**src/rtl/pri_pkg.sv**
```systemverilog
package pri_pkg;
   typedef enum logic [1:0] {
      TGT_RSVD = 2'b00,
      TGT_DM   = 2'b01,
      TGT_CML  = 2'b10,
      TGT_CMH  = 2'b11
   } tgt_e;

   localparam logic [7:0] MODE_RD_MASK = 8'hDB;
   localparam logic [7:0] CMH_MASK     = 8'h05;
   localparam int         SPLIT_BIT    = 7;
   localparam int         PE_BIT       = 6;
   localparam int         MSEL_HI      = 4;
   localparam int         MSEL_LO      = 3;
endpackage

```
**src/rtl/pri_sync.sv**
```systemverilog
module pri_sync #(
   parameter int WIDTH  = 2,
   parameter int STAGES = 2
) (
   input  logic             clk,
   input  logic             rst_n,
   input  logic [WIDTH-1:0] async_i,
   input  logic [WIDTH-1:0] reset_val,
   output logic [WIDTH-1:0] sync_o
);
   logic [WIDTH-1:0] chain [STAGES];

   for (genvar g = 0; g < STAGES; g++) begin : g_stage
      always_ff @(posedge clk or negedge rst_n) begin
         if (!rst_n) begin
            chain[g] <= reset_val;
         end else if (g == 0) begin
            chain[g] <= async_i;
         end else begin
            chain[g] <= chain[(g == 0) ? 0 : g-1];
         end
      end
   end

   assign sync_o = chain[STAGES-1];
endmodule

```
**src/rtl/pri_page_dec.sv**
```systemverilog
module pri_page_dec
   import pri_pkg::*;
(
   input  logic [7:0] mode_q,
   input  logic       is_read,
   output tgt_e       tgt,
   output logic       do_req,
   output logic [7:0] rd_mask,
   output logic [7:0] wr_mask
);
   always_comb begin
      if (mode_q[SPLIT_BIT]) begin
         tgt = is_read ? TGT_DM : TGT_CML;
      end else begin
         tgt = tgt_e'(mode_q[MSEL_HI:MSEL_LO]);
      end
      do_req  = (tgt != TGT_RSVD) && !(!is_read && (tgt == TGT_DM));
      rd_mask = (tgt == TGT_CMH) ? CMH_MASK :
                (tgt == TGT_RSVD) ? 8'h00 : 8'hFF;
      wr_mask = (tgt == TGT_CMH) ? CMH_MASK : 8'hFF;
   end
endmodule

```
**src/rtl/pri_bus_fsm.sv**
```systemverilog
module pri_bus_fsm
   import pri_pkg::*;
#(
   parameter int CH_BITS   = 5,
   parameter int STRM_BITS = 2
) (
   input  logic                         clk,
   input  logic                         rst_n,
   input  logic                         act_s,
   input  logic                         bus_rw,
   input  logic [CH_BITS:0]             bus_addr,
   input  logic [7:0]                   bus_wdata,
   input  logic                         proc_slot,
   input  tgt_e                         tgt,
   input  logic                         do_req,
   input  logic [7:0]                   rd_mask,
   input  logic [7:0]                   wr_mask,
   input  logic [7:0]                   mem_rdata,
   output logic [7:0]                   mode_q,
   output logic                         cap_rw,
   output logic                         hold_ack,
   output logic                         mem_req,
   output logic                         mem_we,
   output logic [1:0]                   mem_tgt,
   output logic [STRM_BITS+CH_BITS-1:0] mem_addr,
   output logic [7:0]                   mem_wdata,
   output logic [7:0]                   rdata_q
);
   typedef enum logic [1:0] {ST_IDLE, ST_WAIT, ST_HOLD} st_e;

   st_e              st_q;
   logic             act_prev;
   logic [CH_BITS:0] cap_addr;
   logic [7:0]       cap_wdata;
   logic             start;
   logic             slot_go;

   assign start   = act_s && !act_prev && (st_q == ST_IDLE);
   assign slot_go = (st_q == ST_WAIT) && proc_slot;

   always_ff @(posedge clk or negedge rst_n) begin
      if (!rst_n) begin
         st_q      <= ST_IDLE;
         act_prev  <= 1'b0;
         cap_addr  <= '0;
         cap_wdata <= '0;
         cap_rw    <= 1'b1;
         mode_q    <= '0;
         rdata_q   <= '0;
      end else begin
         act_prev <= act_s;
         case (st_q)
            ST_IDLE: begin
               if (start) begin
                  cap_addr  <= bus_addr;
                  cap_wdata <= bus_wdata;
                  cap_rw    <= bus_rw;
                  if (!bus_addr[CH_BITS]) begin
                     if (bus_rw) rdata_q <= mode_q & MODE_RD_MASK;
                     else        mode_q  <= bus_wdata;
                     st_q <= ST_HOLD;
                  end else begin
                     st_q <= ST_WAIT;
                  end
               end
            end
            ST_WAIT: begin
               if (proc_slot) begin
                  if (cap_rw) rdata_q <= do_req ? (mem_rdata & rd_mask) : 8'h00;
                  st_q <= ST_HOLD;
               end
            end
            default: begin
               if (!act_s) st_q <= ST_IDLE;
            end
         endcase
      end
   end

   assign hold_ack  = (st_q == ST_HOLD);
   assign mem_req   = slot_go && do_req;
   assign mem_we    = mem_req && !cap_rw;
   assign mem_tgt   = tgt;
   assign mem_addr  = {mode_q[STRM_BITS-1:0], cap_addr[CH_BITS-1:0]};
   assign mem_wdata = cap_wdata & wr_mask;
endmodule

```
**src/rtl/paged_reg_if.sv**
```systemverilog
module paged_reg_if
   import pri_pkg::*;
#(
   parameter int CH_BITS     = 5,
   parameter int STRM_BITS   = 2,
   parameter int SYNC_STAGES = 2,
   localparam int ADDR_W     = CH_BITS + 1,
   localparam int MADDR_W    = STRM_BITS + CH_BITS
) (
   input  logic               clk,
   input  logic               rst_n,
   input  logic               bus_cs_n,
   input  logic               bus_ds,
   input  logic               bus_rw,
   input  logic [ADDR_W-1:0]  bus_addr,
   input  logic [7:0]         bus_wdata,
   output logic [7:0]         bus_rdata,
   output logic               bus_ack_n,
   input  logic               proc_slot,
   output logic               mem_req,
   output logic               mem_we,
   output logic [1:0]         mem_tgt,
   output logic [MADDR_W-1:0] mem_addr,
   output logic [7:0]         mem_wdata,
   input  logic [7:0]         mem_rdata,
   output logic               all_proc_mode
);
   if (SYNC_STAGES < 2) begin : g_bad_sync
      $error("SYNC_STAGES must be at least 2");
   end
   if (STRM_BITS < 1 || STRM_BITS > 2) begin : g_bad_strm
      $error("STRM_BITS must fit the 2-bit stream field");
   end
   if (CH_BITS < 1 || CH_BITS > 8) begin : g_bad_ch
      $error("CH_BITS out of range");
   end

   logic [1:0] pins_s;
   logic       act_s;
   logic [7:0] cr_q;
   logic       cap_rw;
   logic       hold_ack;
   tgt_e       tgt;
   logic       do_req;
   logic [7:0] rd_mask;
   logic [7:0] wr_mask;
   logic       raw_act;
   logic       fast_wr;

   pri_sync #(.WIDTH(2), .STAGES(SYNC_STAGES)) u_sync (
      .clk       (clk),
      .rst_n     (rst_n),
      .async_i   ({bus_cs_n, bus_ds}),
      .reset_val (2'b10),
      .sync_o    (pins_s)
   );
   assign act_s = !pins_s[1] && pins_s[0];

   pri_page_dec u_dec (
      .mode_q  (cr_q),
      .is_read (cap_rw),
      .tgt     (tgt),
      .do_req  (do_req),
      .rd_mask (rd_mask),
      .wr_mask (wr_mask)
   );

   pri_bus_fsm #(.CH_BITS(CH_BITS), .STRM_BITS(STRM_BITS)) u_fsm (
      .clk       (clk),
      .rst_n     (rst_n),
      .act_s     (act_s),
      .bus_rw    (bus_rw),
      .bus_addr  (bus_addr),
      .bus_wdata (bus_wdata),
      .proc_slot (proc_slot),
      .tgt       (tgt),
      .do_req    (do_req),
      .rd_mask   (rd_mask),
      .wr_mask   (wr_mask),
      .mem_rdata (mem_rdata),
      .mode_q    (cr_q),
      .cap_rw    (cap_rw),
      .hold_ack  (hold_ack),
      .mem_req   (mem_req),
      .mem_we    (mem_we),
      .mem_tgt   (mem_tgt),
      .mem_addr  (mem_addr),
      .mem_wdata (mem_wdata),
      .rdata_q   (bus_rdata)
   );

   assign raw_act       = !bus_cs_n && bus_ds;
   assign fast_wr       = !bus_addr[ADDR_W-1] && !bus_rw;
   assign bus_ack_n     = !(rst_n && raw_act && (fast_wr || hold_ack));
   assign all_proc_mode = cr_q[PE_BIT];
endmodule

```
**config.mk**
```make
export PLATFORM = sky130hd
export DESIGN_NAME = paged_reg_if
export DESIGN_NICKNAME = d
export VERILOG_FILES = /design/src/rtl/pri_pkg.sv /design/src/rtl/pri_sync.sv /design/src/rtl/pri_page_dec.sv /design/src/rtl/pri_bus_fsm.sv /design/src/rtl/paged_reg_if.sv
export SDC_FILE = /design/constraint.sdc
export NUM_CORES = 1
export LEC_CHECK = 0
export BUFFER_PORTS_ARGS = -buffer_cell sky130_fd_sc_hd__buf_4
export CAP_MARGIN = 20
export CORE_MARGIN = 2
export CORE_UTILIZATION = 25
export DETAILED_ROUTE_END_ITERATION = 6
export HOLD_SLACK_MARGIN = 0.08
export PLACE_DENSITY_LB_ADDON = 0.08
export SKIP_LAST_GASP = 1
export SLEW_MARGIN = 20
export SYNTH_ARGS = -nofsm -noshare
export SYNTH_HDL_FRONTEND = slang
export SYNTH_SLANG_ARGS = --single-unit
```
**constraint.sdc**
```tcl
create_clock -name clk -period 2.3 [get_ports clk]
set_clock_uncertainty 0.2 [all_clocks]
set_input_delay 0.23 -clock clk [delete_from_list [all_inputs] [get_ports clk]]
set_output_delay 0.23 -clock clk [all_outputs]
set_load 0.01 [all_outputs]
```
==> run metrics <==
drt initial violations 52; Inst Count DP 257; Synth cell types 29; number of stages on the worst setup path 6; startpoint types flop; peak supply drop 0.347 mV; hold-critical path depth 4; worst skew pair latency 280 ps; CTS buffer count 5; GRT Total Usage 0.124; CTS max path bufs 2; vias 1290; Post-Syn Nets 158; max_slew headroom 0.707; clk sink count 35; worst slack at placement -65.0 ps; Final Wtd Congestion 0.713; Cell Pwr Density 889 mW/mm^2; fmax 423 MHz; initial antenna violation count 0; DR vias/cell 4.46; Boundary Pins 57; drt drc 0; Max stage delay on crit path 590 ps; Synth Instances 126; minimum clock period 2360 ps; DRT antenna net count 0; FP Rows 29; average size of a mapped cell 13.2 sq um; Root Buffer Master clkbuf_8; Worst Setup End Kind output port; most frequent cell after synthesis dfrtp_1; area of the mapped netlist 0.00167 sq mm; synth cell count leaders dfrtp_1, mux2_2, nor2b_1; Area Overhead vs Synth 54.5%; # setup viols final 2; predominant post-synthesis flop cell dfrtp_1; Initial Util 0.261; R2R cell count 6; Post-synth EDFFs 0; total power 2.29 mW; Ys Warns 0; IO buf count 56; Detailed Place HPWL 2970 um; Detailed Route WL 4100 um; sequential share of the synthesized area 0.528; RSZ-0062 raised after global routing yes; vias in the first global route 1412; layout cell share with drive strength beyond 1 0.542; Hold WS 123 ps; Hold Crit Class input port to flop; #FFs+latches synth 35; Die Span X 85.6 um; largest cells by area after synthesis dfrtp_1, mux2_2, dfstp_2, a32o_1, ha_1; number of diodes 0; status finished with violations; Initial DRT Pass Iterations 4; Post-Layout Cell Count 289; clock slew at reported path FFs 60 ps; CORE AREA 0.00639 sq mm; cell chain of the critical path mux2i_2 > buf_4 > ha_2 > nor4b_4 > and2_4 > buf_6; Worst EP required 1870 ps; final period utilization 1.03; H-tree depth 2; CP bufs+invs 2; top cell type's share of synthesized area 0.481; WL per Instance 14.2 um; Final #Nets 243; CTS tree done; largest fanout on the critical path 6; CP delay by family, top flip-flops; Final Max Tran Viols 0; final hold violation count 0; Setup CP Type flop to output port; ys async rst share 1.00; WP data arrival 1930 ps; worst-margin pin slew 434 ps; GR Overflow Total 0; Chip Height 85.6 um; wire length of the first global-routing pass 7070 um; failing checks setup timing; slowest CP cell dfstp_2; Max-Cap Viols 0; DIE AREA 0.00733 sq mm; setup ws final -63.7 ps; LEAKAGE 1.17 nW; cell taking the most area after synthesis dfrtp_1; largest net degree at the start of global routing 36
-- where the power goes --
group / leakage, nW / internal, mW / total [mW] / switching (mW)
clock network: 0.0484 / 0.245 / 0.461 / 0.215
logic: 0.693 / 0.553 / 0.937 / 0.384
registers: 0.424 / 0.779 / 0.890 / 0.111
-- state kept, by name, summed over array words and instances (netlist names) --
signal           count
u_fsm.rdata_q        8
u_fsm.cap_addr       5
u_fsm.st_q           2
u_fsm.act_prev       1
u_sync.chain         2
u_sync.sync_o        2
u_fsm.cap_wdata      8
u_fsm.mode_q         6
u_fsm.cap_rw         1
-- kinds of logic after synthesis --
family / count (synthesis) / share of synthesized area
fa+ha+maj: 4 / 0.0301
buf+inv: 14 / 0.0481
mux: 29 / 0.194
flops: 35 / 0.528
compound gates: 12 / 0.0594
simple gates: 32 / 0.140
-- routing by layer --
| metal | share of wire | track usage | wire length [um] | up-vias |
|---|---|---|---|---|
| met2 | 0.50 | 0.206 | 2030 | 32 |
| met1 | 0.44 | 0.153 | 1810 | 637 |
| met5 | 0 | 0 | 0 | - |
| li1 | - | - | - | 617 |
| met3 | 0.052 | 0.0385 | 213 | 4 |
| met4 | 0.0098 | 0.0390 | 40 | 0 |
-- layout by cell type, fill, tap and decap left out, types with 2 or more instances in the layout --
| cell | count |
|---|---|
| clkbuf_8 | 6 |
| o21ai_0 | 2 |
| inv_1 | 5 |
| dfrtp_1 | 32 |
| nor2b_1 | 7 |
| a22o_1 | 2 |
| and2_1 | 2 |
| dlygate4sd3_1 | 19 |
| nor4b_4 | 3 |
| nand2_1 | 4 |
| nand2b_1 | 4 |
| dfstp_2 | 3 |
| a32o_1 | 5 |
| buf_4 | 65 |
| mux2_2 | 26 |
| ha_2 | 2 |
| buf_6 | 3 |
| nor4_1 | 2 |
-- worst register-to-register path, delay by kind of cell (launching register included) --
kind	cells	cell delay (ps)
AO/OA/AOI/OAI	1	280
AND/OR/NAND/NOR	1	200
flip-flops	1	590
buffers and inverters	1	100
multiplexers	2	450
adder cells (fa/ha/maj)	1	330
-- what timing repair did --
action | in CTS | in global routing
buffers inserted | 4 | 1
gates resized for setup | 14 | 1
pin swaps | 3 | 3
hold buffers | 19 | 0
hold endpoints to repair | 56 | 0
endpoints found under the setup margin | 12 | 12
-- cell type report --
cell class / instances / area (sq um)
Tap cell: 77 / 96.3
Timing Repair Buffer: 87 / 712
Clock inverter: 1 / 8.76
Fill cell: 644 / 3810
Inverter: 5 / 18.8
Clock buffer: 7 / 86.3
Multi-Input combinational cell: 77 / 771
Sequential cell: 35 / 880
-- stage by stage --
step / utilization / setup TNS (ps) / cell area (sq um)
3_3_place_gp: 0.341 / 0 / 2180
4_1_cts: 0.400 / -131 / 2550
3_5_place_dp: 0.341 / -248 / 2180
2_1_floorplan: - / 0 / 1670
6_report: 0.403 / -94.3 / 2570
5_1_grt: 0.403 / -620 / 2570
-- final timing paths --
kind	startpoint	slack, ps	to
min in group asynchronous	rst_n	340	u_sync.sync_o[0]$_DFF_PN0_
worst max register to register	u_fsm.cap_rw$_DFFE_PN1P_	50	u_fsm.rdata_q[4]$_DFFE_PN0P_
max in group asynchronous	rst_n	1210	u_fsm.cap_rw$_DFFE_PN1P_
worst min-delay path	mem_rdata[1]	120	u_fsm.rdata_q[1]$_DFFE_PN0P_
worst max-delay path	u_fsm.cap_rw$_DFFE_PN1P_	-60	mem_we
worst min register to register	u_sync.chain[2]$_DFF_PN0_	150	u_sync.sync_o[0]$_DFF_PN0_
No activity file was read; power rests on OpenSTA's default activity.
